**src/rtl/gpio_bank_pkg.sv**
```systemverilog
package gpio_bank_pkg;
  localparam int GPIO_PORT_W = 8;
  localparam int GPIO_NUM_PORTS = 7;

  typedef enum logic [1:0] {
    BOP_SET = 2'b00,
    BOP_CLR = 2'b01,
    BOP_TGL = 2'b10,
    BOP_INV = 2'b11
  } bop_kind_e;
endpackage

```
**src/rtl/gpio_in_sync.sv**
```systemverilog
module gpio_in_sync #(
  parameter int LINES = 56,
  parameter int WAKE_W = 8
) (
  input  logic             clk,
  input  logic             rst_n,
  input  logic [LINES-1:0] pad_in,
  input  logic [WAKE_W-1:0] wake_mask,
  output logic [LINES-1:0] pad_sync,
  output logic             wake_req
);
  logic [LINES-1:0]  meta_q, sync_q;
  logic [WAKE_W-1:0] prev_q;
  logic [WAKE_W-1:0] prev_d;

  always_comb begin
    prev_d = sync_q[WAKE_W-1:0];
  end

  always_ff @(posedge clk or negedge rst_n) begin
    if (!rst_n) begin
      meta_q <= '0;
      sync_q <= '0;
      prev_q <= '0;
    end else begin
      meta_q <= pad_in;
      sync_q <= meta_q;
      prev_q <= prev_d;
    end
  end

  assign pad_sync = sync_q;
  assign wake_req = |((sync_q[WAKE_W-1:0] ^ prev_q) & wake_mask);

  // a wake request needs a real change of the synchronized port A level
  a_r7_wake_on_change: assert property (@(posedge clk) disable iff (!rst_n)
    wake_req |-> (pad_sync[WAKE_W-1:0] != $past(pad_sync[WAKE_W-1:0])));
endmodule

```
**src/rtl/gpio_port.sv**
```systemverilog
module gpio_port #(
  parameter int W = 8
) (
  input  logic         clk,
  input  logic         rst_n,
  input  logic         data_we,
  input  logic         dir_we,
  input  logic [W-1:0] wval,
  input  logic [W-1:0] pad_sync,
  output logic [W-1:0] latch_q,
  output logic [W-1:0] dir_q,
  output logic [W-1:0] rd_val
);
  logic [W-1:0] latch_d, dir_d;

  always_comb begin
    latch_d = data_we ? wval : latch_q;
    dir_d   = dir_we  ? wval : dir_q;
  end

  always_ff @(posedge clk or negedge rst_n) begin
    if (!rst_n) begin
      latch_q <= '1;
      dir_q   <= '1;
    end else begin
      latch_q <= latch_d;
      dir_q   <= dir_d;
    end
  end

  assign rd_val = (dir_q & pad_sync) | (~dir_q & latch_q);

  // latch holds whenever it is not written
  a_r4_latch_hold: assert property (@(posedge clk) disable iff (!rst_n)
    !data_we |=> $stable(latch_q));
endmodule

```
**src/rtl/gpio_buzz.sv**
```systemverilog
module gpio_buzz (
  input  logic clk,
  input  logic rst_n,
  input  logic en,
  input  logic ovf,
  input  logic gate,
  output logic buz_a,
  output logic buz_b
);
  logic tog_q, tog_d;

  always_comb begin
    if (!en)      tog_d = 1'b0;
    else if (ovf) tog_d = ~tog_q;
    else          tog_d = tog_q;
  end

  always_ff @(posedge clk or negedge rst_n) begin
    if (!rst_n) tog_q <= 1'b0;
    else        tog_q <= tog_d;
  end

  assign buz_a = gate & tog_q;
  assign buz_b = gate & ~tog_q;

  // each overflow while enabled flips the pin pair
  a_r8_toggle: assert property (@(posedge clk) disable iff (!rst_n)
    (en && ovf && gate && $past(gate)) |=> (buz_a != $past(buz_a)) || !gate);
  // complementary pins while gated on
  a_r8_complement: assert property (@(posedge clk) disable iff (!rst_n)
    gate |-> (buz_a != buz_b));
  // both pins low when the gate bit is 0
  a_r9_gate_low: assert property (@(posedge clk) disable iff (!rst_n)
    !gate |-> (!buz_a && !buz_b));
endmodule

```
**src/rtl/gpio_port_bank.sv**
```systemverilog
module gpio_port_bank
  import gpio_bank_pkg::*;
#(
  parameter int PORT_W = GPIO_PORT_W,
  parameter int NUM_PORTS = GPIO_NUM_PORTS,
  parameter int ADDR_W = 8,
  parameter logic [ADDR_W-1:0] BASE_ADDR = 8'h12,
  parameter int BUZ_PORT = 1,
  parameter logic [NUM_PORTS*PORT_W-1:0] PULL_HIGH = 56'h00_0000_0000_00FF,
  localparam int LINES = NUM_PORTS * PORT_W,
  localparam int SEL_W = $clog2(PORT_W)
) (
  input  logic              clk,
  input  logic              rst_n,
  input  logic [ADDR_W-1:0] bus_addr,
  input  logic              bus_wr,
  input  logic [PORT_W-1:0] bus_wdata,
  output logic [PORT_W-1:0] bus_rdata,
  input  logic              bus_bop,
  input  logic [SEL_W-1:0]  bus_bop_bit,
  input  logic [1:0]        bus_bop_kind,
  input  logic [LINES-1:0]  pad_in,
  output logic [LINES-1:0]  pad_oe,
  output logic [LINES-1:0]  pad_out,
  output logic [LINES-1:0]  pad_float,
  output logic              wake_req,
  input  logic              buzz_en,
  input  logic              tmr_ovf
);
  localparam int REG_SPAN = 2 * NUM_PORTS;
  localparam int IDX_W = $clog2(NUM_PORTS);

  logic [1:0] rst_pipe_q;
  logic       rst_s_n;

  always_ff @(posedge clk or negedge rst_n) begin
    if (!rst_n) rst_pipe_q <= '0;
    else        rst_pipe_q <= {rst_pipe_q[0], 1'b1};
  end
  assign rst_s_n = rst_pipe_q[1];

  logic [ADDR_W-1:0] offs;
  logic              hit, is_dir;
  logic [IDX_W-1:0]  port_idx;
  logic [PORT_W-1:0] cur_val, mod_val, wr_val;
  logic              write_go;
  logic [NUM_PORTS-1:0] data_we, dir_we;
  logic [PORT_W-1:0] latch_q [NUM_PORTS];
  logic [PORT_W-1:0] dir_q   [NUM_PORTS];
  logic [PORT_W-1:0] rd_val  [NUM_PORTS];
  logic [LINES-1:0]  pad_sync;
  logic              buz_a, buz_b;

  always_comb begin
    offs     = bus_addr - BASE_ADDR;
    hit      = (bus_addr >= BASE_ADDR) && (offs < ADDR_W'(REG_SPAN));
    is_dir   = offs[0];
    port_idx = offs[IDX_W:1];
    cur_val  = '0;
    for (int p = 0; p < NUM_PORTS; p++) begin
      if (hit && (port_idx == IDX_W'(p)))
        cur_val = is_dir ? dir_q[p] : rd_val[p];
    end
  end

  always_comb begin
    unique case (bop_kind_e'(bus_bop_kind))
      BOP_SET: mod_val = cur_val | (PORT_W'(1) << bus_bop_bit);
      BOP_CLR: mod_val = cur_val & ~(PORT_W'(1) << bus_bop_bit);
      BOP_TGL: mod_val = cur_val ^ (PORT_W'(1) << bus_bop_bit);
      default: mod_val = ~cur_val;
    endcase
    wr_val   = bus_wr ? bus_wdata : mod_val;
    write_go = hit && (bus_wr || bus_bop);
    for (int p = 0; p < NUM_PORTS; p++) begin
      data_we[p] = write_go && (port_idx == IDX_W'(p)) && !is_dir;
      dir_we[p]  = write_go && (port_idx == IDX_W'(p)) && is_dir;
    end
  end

  assign bus_rdata = cur_val;

  gpio_in_sync #(.LINES(LINES), .WAKE_W(PORT_W)) u_sync (
    .clk(clk), .rst_n(rst_s_n), .pad_in(pad_in), .wake_mask(dir_q[0]),
    .pad_sync(pad_sync), .wake_req(wake_req)
  );

  for (genvar p = 0; p < NUM_PORTS; p++) begin : g_port
    gpio_port #(.W(PORT_W)) u_port (
      .clk(clk), .rst_n(rst_s_n),
      .data_we(data_we[p]), .dir_we(dir_we[p]), .wval(wr_val),
      .pad_sync(pad_sync[p*PORT_W +: PORT_W]),
      .latch_q(latch_q[p]), .dir_q(dir_q[p]), .rd_val(rd_val[p])
    );
  end

  gpio_buzz u_buzz (
    .clk(clk), .rst_n(rst_s_n), .en(buzz_en), .ovf(tmr_ovf),
    .gate(buzz_en & latch_q[BUZ_PORT][0]), .buz_a(buz_a), .buz_b(buz_b)
  );

  always_comb begin
    for (int p = 0; p < NUM_PORTS; p++) begin
      pad_oe[p*PORT_W +: PORT_W]  = ~dir_q[p];
      pad_out[p*PORT_W +: PORT_W] = latch_q[p];
    end
    if (buzz_en) begin
      pad_out[BUZ_PORT*PORT_W]     = buz_a;
      pad_out[BUZ_PORT*PORT_W + 1] = buz_b;
    end
    pad_float = ~pad_oe & ~PULL_HIGH;
  end

  // a plain write wins over a simultaneous bit operation
  a_r12_write_priority: assert property (@(posedge clk) disable iff (!rst_s_n)
    (bus_wr && bus_bop && hit && !is_dir && port_idx == '0) |=> (latch_q[0] == $past(bus_wdata)));
  // unmapped addresses read as zero
  a_r1_unmapped_zero: assert property (@(posedge clk) disable iff (!rst_s_n)
    (bus_addr < BASE_ADDR) |-> (bus_rdata == '0));
endmodule

```
**config.mk**
```make
export PLATFORM = sky130hd
export DESIGN_NAME = gpio_port_bank
export DESIGN_NICKNAME = d
export VERILOG_FILES = /design/src/rtl/gpio_bank_pkg.sv /design/src/rtl/gpio_in_sync.sv /design/src/rtl/gpio_port.sv /design/src/rtl/gpio_buzz.sv /design/src/rtl/gpio_port_bank.sv
export SDC_FILE = /design/constraint.sdc
export NUM_CORES = 1
export LEC_CHECK = 0
export ABC_CLOCK_PERIOD_IN_PS = 18300
export BUFFER_PORTS_ARGS = -buffer_cell sky130_fd_sc_hd__buf_4
export CELL_PAD_IN_SITES_DETAIL_PLACEMENT = 0
export CELL_PAD_IN_SITES_GLOBAL_PLACEMENT = 1
export CORE_AREA = 2 2 168 154
export DETAILED_ROUTE_END_ITERATION = 16
export DIE_AREA = 0 0 170 156
export GPL_TIMING_DRIVEN = 0
export HOLD_SLACK_MARGIN = 0.08
export PLACE_DENSITY_LB_ADDON = 0.1
export SYNTH_ARGS = -nofsm -noshare
export SYNTH_HDL_FRONTEND = slang
export SYNTH_SLANG_ARGS = --single-unit
```
**constraint.sdc**
```tcl
create_clock -name clk -period 18.3 [get_ports clk]
set_clock_uncertainty 0.05 [all_clocks]
set_input_delay 0.915 -clock clk [delete_from_list [all_inputs] [get_ports clk]]
set_output_delay 0.915 -clock clk [all_outputs]
set_load 0.005 [all_outputs]
```
==> flow_metrics.env, run 1 <==
export IMPL_outcome="completed"
export IMPL_num_rows=55
export IMPL_postCtsResizedCells=0
export IMPL_start_util=0.444
export IMPL_final_max_slew_viol_count=0
export IMPL_cts_buffer_depth=3
export IMPL_wire_per_inst_um=20.4
export IMPL_drive_above_1_share=0.448
export IMPL_avgSynthCellArea_um2=10.7
export IMPL_cts_root_buf="clkbuf_16"
export IMPL_max_stage_delay_ps=840
export IMPL_htreeDepth=1
export IMPL_cpMaxStageDelayCell="nor4_2"
export IMPL_critical_path_top_delay_family="compound AO/OA/AOI/OAI gates"
export IMPL_syn2layout_area_growth_pct=29.5
export IMPL_clkLatencyLatePin_ps=550
export IMPL_async_flop_share=1.00
export IMPL_synth_most_common_cell="nand2_1"
export IMPL_leakage_uw=0.00623
export IMPL_start_kind="primary input"
export IMPL_ant_nets=0
export IMPL_crit_fanout=7
export IMPL_grt_pass1_wl_um=49900
export IMPL_drc=0
export IMPL_period_needed_ps=5050
export IMPL_synth_edf_count=0
export IMPL_synth_seq_area_share=0.548
export IMPL_rsz0062_at_grt="no"
export IMPL_fillers=2154
export IMPL_nNetsFinal=1422
export IMPL_synth_ff_type="dfrtp_1"
export IMPL_die_w_um=170
export IMPL_grt_max_degree=73
export IMPL_firstDrtPassIters=5
export IMPL_hold_ws_ps=232
export IMPL_synth_distinct_cells=70
export IMPL_critical_path_buf_inv_count=3
export IMPL_crit_arrival_ps=4080
export IMPL_grt_usage=0.251
export IMPL_wl_um=33700
export IMPL_max_freq_ghz=0.198
export IMPL_grt_overflow=0
export IMPL_cp_end_kind="output pin"
export IMPL_routabilityCongestion=0.897
export IMPL_setup_viol_count_final=0
export IMPL_numCtsBuffers=26
export IMPL_max_slew_margin=0.361
export IMPL_ios=260
export IMPL_antenna_found_initial=0
export IMPL_tightest_slew_ps=951
export IMPL_numPortBuffers=250
export IMPL_num_vias=8594
export IMPL_synthTopCellsByCount="nand2_1 (129), dfrtp_1 (123), dfstp_2 (112), o21ai_0 (99), inv_1 (84)"
export IMPL_dieArea_um2=26500
export IMPL_die_h_um=156
export IMPL_path_class="in2out"
export IMPL_netlist_instances=1029
export IMPL_n_antenna_cell=0
export IMPL_synth_warnings=0
export IMPL_core_area_um2=24800
export IMPL_postCtsSetupRepairBufs=0
export IMPL_finalCritPeriodShare=0.276
export IMPL_clkTransAtPathRegs_ps=60
export IMPL_synth_largest_area_cell="dfrtp_1"
export IMPL_required_ps=17340
export IMPL_synth_seq_cells=235
export IMPL_setup_tns_ps=0
export IMPL_peakVddDrop_v=0.0000728
export IMPL_netlist_area_um2=11000
export IMPL_drv_cap=0
export IMPL_crit_path_cell_trace="buf_4 > inv_1 > ha_1 > ha_1 > nor4_2 > a31o_2 > o22ai_1 > a211oi_1 > o21ai_0 > a31oi_1 > buf_4"
export IMPL_grt_pass1_vias=8192
export IMPL_cts_tree="built"
export IMPL_yosysTopAreaCellShare=0.280
export IMPL_synth_area_leaders="dfrtp_1 (28%), dfstp_2 (27%), buf_4 (4.8%)"
export IMPL_clock_sinks=235
export IMPL_viasPerCell=5.21
export IMPL_hold_class="reg2async"
export IMPL_dp_hpwl_um=25600
export IMPL_hold_viol=0
export IMPL_powerDensity_nw_per_um2=90.8
export IMPL_cts_hold_buf=1
export IMPL_drt_iter0_drc=555
area by class of cell:
cell class / instances / area, um2 / area share
flip-flops and latches: 235 / 6020 / 0.423
multi-input cells: 601 / 3910 / 0.274
repair buffers: 254 / 1970 / 0.138
plain buffers: 116 / 776 / 0.0545
clock buffers: 35 / 704 / 0.0495
well taps: 313 / 392 / 0.0275
inverters: 84 / 315 / 0.0222
clock inverters: 13 / 148 / 0.0104
cells by family (layout without fill, tap and decap cells):
| group | count (synthesis) | in the layout | share of synthesized area |
|---|---|---|---|
| buffers and inverters | 200 | 502 | 0.0993 |
| muxes | 15 | 15 | 0.0138 |
| other | 2 | 9 | 0.000683 |
| xor gates and xnor gates | 9 | 9 | 0.00717 |
| AOI/OAI and AO/OA | 294 | 294 | 0.187 |
| adders and majority gates | 21 | 21 | 0.0239 |
| DFF | 235 | 235 | 0.548 |
| and+or+nand+nor | 253 | 253 | 0.120 |
worst reg2reg max path, stage by stage (launching register included):
cell	delay [ps]
dfstp_2	540
inv_1	40
o311ai_0	620
o21ai_1	220
a211oi_1	340
o21ai_0	220
a31oi_1	440
ha_1	320
a21oi_1	110
o21ai_0	130
a21oi_1	180
a21boi_2	170
buf_2	260
o31ai_1	290
placed cells by master (no fill, tap or decap), types with 19 or more instances in the layout:
cell       instances
o21ai_0           99
buf_4            320
nand2b_1          19
dfrtp_1          122
clkbuf_16         26
nand2_1          129
o31ai_1           28
o21ai_2           44
ha_1              21
inv_1             84
or3b_2            24
clkbuf_1          30
a21oi_1           35
dfstp_2          112
where the power goes:
| part | switching [uW] | internal (uW) |
|---|---|---|
| Combinational | 92.2 | 91.1 |
| Clock | 212 | 301 |
| Sequential | 27.9 | 569 |
| Total | 332 | 961 |
flip-flops by register name, summed over array words and instances (netlist names):
| name | flops |
|---|---|
| g_port.u_port.latch_q | 56 |
| rst_pipe_q | 2 |
| g_port.u_port.dir_q | 56 |
| u_sync.prev_q | 8 |
| u_buzz.tog_q | 1 |
| u_sync.pad_sync | 56 |
| u_sync.meta_q | 56 |
worst paths after layout:
path / startpoint / to / slack [ps] / cells after the start
min reg2reg: rst_pipe_q[1] / u_sync.pad_sync[16] / 230 / 0
max in group asynchronous: rst_pipe_q[1] / g_port[5].u_port.dir_q[4] / 16830 / 2
max reg2reg: g_port[2].u_port.latch_q[0] / g_port[3].u_port.dir_q[0] / 14270 / 13
min: rst_pipe_q[1] / u_sync.pad_sync[16] / 230 / 0
min in group clk: u_sync.meta_q[16] / u_sync.pad_sync[16] / 290 / 0
max: bus_addr[1] / bus_rdata[0] / 13250 / 11
stage by stage:
stage / area (um2) / worst slack, ps / power (uW) / instances / utilization
floorplan: 11000 / 11410 / 688 / 1036 / -
global placement: 13300 / 8770 / 783 / 1599 / 0.536
detailed placement: 13400 / 12940 / 788 / 1602 / 0.540
CTS: 14200 / 13360 / 1310 / 1651 / 0.575
global route: 14200 / 13150 / 1350 / 1651 / 0.575
finish: 14200 / 13250 / 1290 / 1651 / 0.575
layer usage:
layer  vias to the layer above  GRT usage  part of all wire
li1                       4046          -                 -
met3                        43     0.0464             0.073
met5                         -          0                 0
met1                      4198      0.359              0.45
met4                         0     0.0631             0.025
met2                       307      0.397              0.46
Note: power is estimated with default switching activity, not from simulation.
==> inputs of run 2 (changes only) <==
--- a/config.mk
+++ b/config.mk
@@ -5,13 +5,13 @@
 export SDC_FILE = /design/constraint.sdc
 export NUM_CORES = 1
 export LEC_CHECK = 0
-export ABC_CLOCK_PERIOD_IN_PS = 18300
+export ABC_CLOCK_PERIOD_IN_PS = 4650
 export BUFFER_PORTS_ARGS = -buffer_cell sky130_fd_sc_hd__buf_4
 export CELL_PAD_IN_SITES_DETAIL_PLACEMENT = 0
 export CELL_PAD_IN_SITES_GLOBAL_PLACEMENT = 1
-export CORE_AREA = 2 2 168 154
+export CORE_AREA = 2 2 174 159
 export DETAILED_ROUTE_END_ITERATION = 16
-export DIE_AREA = 0 0 170 156
+export DIE_AREA = 0 0 176 161
 export GPL_TIMING_DRIVEN = 0
 export HOLD_SLACK_MARGIN = 0.08
 export PLACE_DENSITY_LB_ADDON = 0.1
==> constraint.sdc (replaced) <==
create_clock -name clk -period 4.65 [get_ports clk]
set_clock_uncertainty 0.05 [all_clocks]
set_input_delay 0.2325 -clock clk [delete_from_list [all_inputs] [get_ports clk]]
set_output_delay 0.2325 -clock clk [all_outputs]
set_load 0.005 [all_outputs]
==> run 2 against run 1 <==
  * Clock power rose to 4.0 times the previous value
  * Total power rose to 4.0 times the previous value
  * Utilization down 1.5 points
  * Highest routed layer unchanged
  * Worst setup slack worse by 13000 ps
  * Non-clock buffer count up 59
==> flow_metrics.env, run 2 (synthesized netlist as in run 1, its figures left out) <==
export IMPL_outcome="completed"
export IMPL_crit_fanout=10
export IMPL_start_util=0.413
export IMPL_drt_iter0_drc=534
export IMPL_n_antenna_cell=0
export IMPL_antenna_found_initial=0
export IMPL_powerDensity_nw_per_um2=347
export IMPL_htreeDepth=1
export IMPL_core_area_um2=26600
export IMPL_dp_cells=1643
export IMPL_path_class="in2reg"
export IMPL_critical_path_buf_inv_count=3
export IMPL_post_route_util=0.560
export IMPL_postCtsResizedCells=0
export IMPL_tightest_slew_ps=927
export IMPL_crit_path_cell_trace="buf_4 > inv_1 > ha_1 > ha_1 > nor4_2 > a31o_2 > o22ai_1 > a211oi_1 > o21ai_0 > a31oi_1 > ha_1 > a21oi_1 > o21ai_0 > a21oi_1 > a21boi_2 > buf_2 > o31ai_1"
export IMPL_clkTransAtPathRegs_ps=60
export IMPL_stdcell_count=1751
export IMPL_final_cell_mix="buf_4 (320), nand2_1 (129), dfrtp_1 (122), dfstp_2 (112), o21ai_0 (99)"
export IMPL_num_vias=8790
export IMPL_hold_class="in2reg"
export IMPL_cts_buffer_depth=3
export IMPL_max_slew_margin=0.377
export IMPL_crit_arrival_ps=4670
export IMPL_numPortBuffers=250
export IMPL_cts_tree="built"
export IMPL_grt_usage=0.241
export IMPL_nNetsFinal=1481
export IMPL_routabilityCongestion=0.873
export IMPL_final_common_cell="buf_4"
export IMPL_critical_path_top_delay_family="compound AO/OA/AOI/OAI gates"
export IMPL_syn2layout_area_growth_pct=35.6
export IMPL_die_w_um=176
export IMPL_placed_cell_area_um2=13400
export IMPL_dieArea_um2=28300
export IMPL_required_ps=5040
export IMPL_num_rows=57
export IMPL_numCtsBuffers=26
export IMPL_viasPerCell=5.02
export IMPL_firstDrtPassIters=5
export IMPL_cp_end_kind="register"
export IMPL_cpMaxStageDelayCell="nor4_2"
export IMPL_grt_pass1_vias=8550
export IMPL_clkLatencyLatePin_ps=540
export IMPL_ant_nets=0
export IMPL_grt_overflow=0
export IMPL_final_max_slew_viol_count=0
export IMPL_die_h_um=161
export IMPL_grt_pass1_wl_um=51700
export IMPL_crit_path_frequent_cell="ha_1"
export IMPL_dp_hpwl_um=25600
export IMPL_multi_input_area_um2=3910
export IMPL_setup_viol_count_final=0
export IMPL_drc=0
export IMPL_drive_above_1_share=0.432
export IMPL_finalCritPeriodShare=0.922
export IMPL_wire_per_inst_um=19.5
export IMPL_clock_sinks=235
export IMPL_grt_max_degree=74
export IMPL_drv_cap=0
export IMPL_max_freq_ghz=0.233
export IMPL_max_stage_delay_ps=820
export IMPL_peakVddDrop_v=0.000252
export IMPL_fin_area_um2=14900
export IMPL_wl_um=34200
export IMPL_p_total_uw=5170
export IMPL_fillers=2326
export IMPL_cts_root_buf="clkbuf_16"
export IMPL_rsz0062_at_grt="no"
export IMPL_seq_area_um2=6020
export IMPL_period_needed_ps=4290
export IMPL_leakage_uw=0.00649
export IMPL_start_kind="primary input"
export IMPL_hold_viol=0
export IMPL_ios=260
[run 2: cell types whose count changed in the layout (fill, tap and decap cells not counted), sizes merged]
cell and delta:
dlygate4sd3 +59, clkinv +1, inv -1, bufinv -1, clkinvlp +2, clkbuf -1
[run 2: layout make-up]
type | instances | area share
multi-input combinational | 601 | 0.262
tap | 354 | 0.0297
sequential | 235 | 0.404
inverter | 84 | 0.0212
clock buffer | 34 | 0.0505
clock inverter | 14 | 0.00823
buffer | 116 | 0.0521
timing repair buffer | 313 | 0.172
[run 2: final timing paths]
kind / startpoint / end / slack [ps] / cells after the start
setup / recovery: bus_addr[1] / g_port[0].u_port.latch_q[0] / 360 / 17
hold / removal: bus_wdata[2] / g_port[4].u_port.latch_q[2] / 150 / 5
setup reg to reg: g_port[3].u_port.latch_q[0] / g_port[0].u_port.latch_q[0] / 650 / 13
hold reg to reg: rst_pipe_q[1] / u_sync.pad_sync[16] / 230 / 0
max in group asynchronous: rst_pipe_q[1] / g_port[6].u_port.dir_q[5] / 3170 / 2
min in group asynchronous: rst_pipe_q[1] / u_sync.pad_sync[16] / 230 / 0
[run 2: tightest hold or removal path, stage by stage]
cell and delay (ps):
buf_4 110, nand2_1 50, nand2_1 50, o21ai_2 160, o21ai_0 120
[run 2: where the power goes]
group | switching, uW | internal (uW)
Combinational | 372 | 391
Clock | 859 | 1200
Sequential | 110 | 2240
[run 2: per-layer routing]
layer	global-route usage	part of all wire	wire length, um	up-vias
met4	0.0530	0.021	718	0
li1	-	-	-	4176
met5	0	0	0	-
met1	0.345	0.45	15500	4279
met2	0.383	0.46	15800	294
met3	0.0473	0.065	2210	41
[run 2: through the flow]
| step | worst slack [ps] | hold slack, ps | setup TNS (ps) |
|---|---|---|---|
| after floorplan | 845 | -113 | 0 |
| after global placement | -614 | -33.8 | -69240 |
| after detailed placement | 3.11 | -32.9 | 0 |
| after CTS | 544 | 140 | 0 |
| after global routing | 185 | 151 | 0 |
| final | 364 | 153 | 0 |
[run 2: repair_timing]
action / 4_1_cts / 5_1_grt
setup buffers: 0 / 0
hold endpoints to repair: 59 / 0
hold buffers: 60 / 0
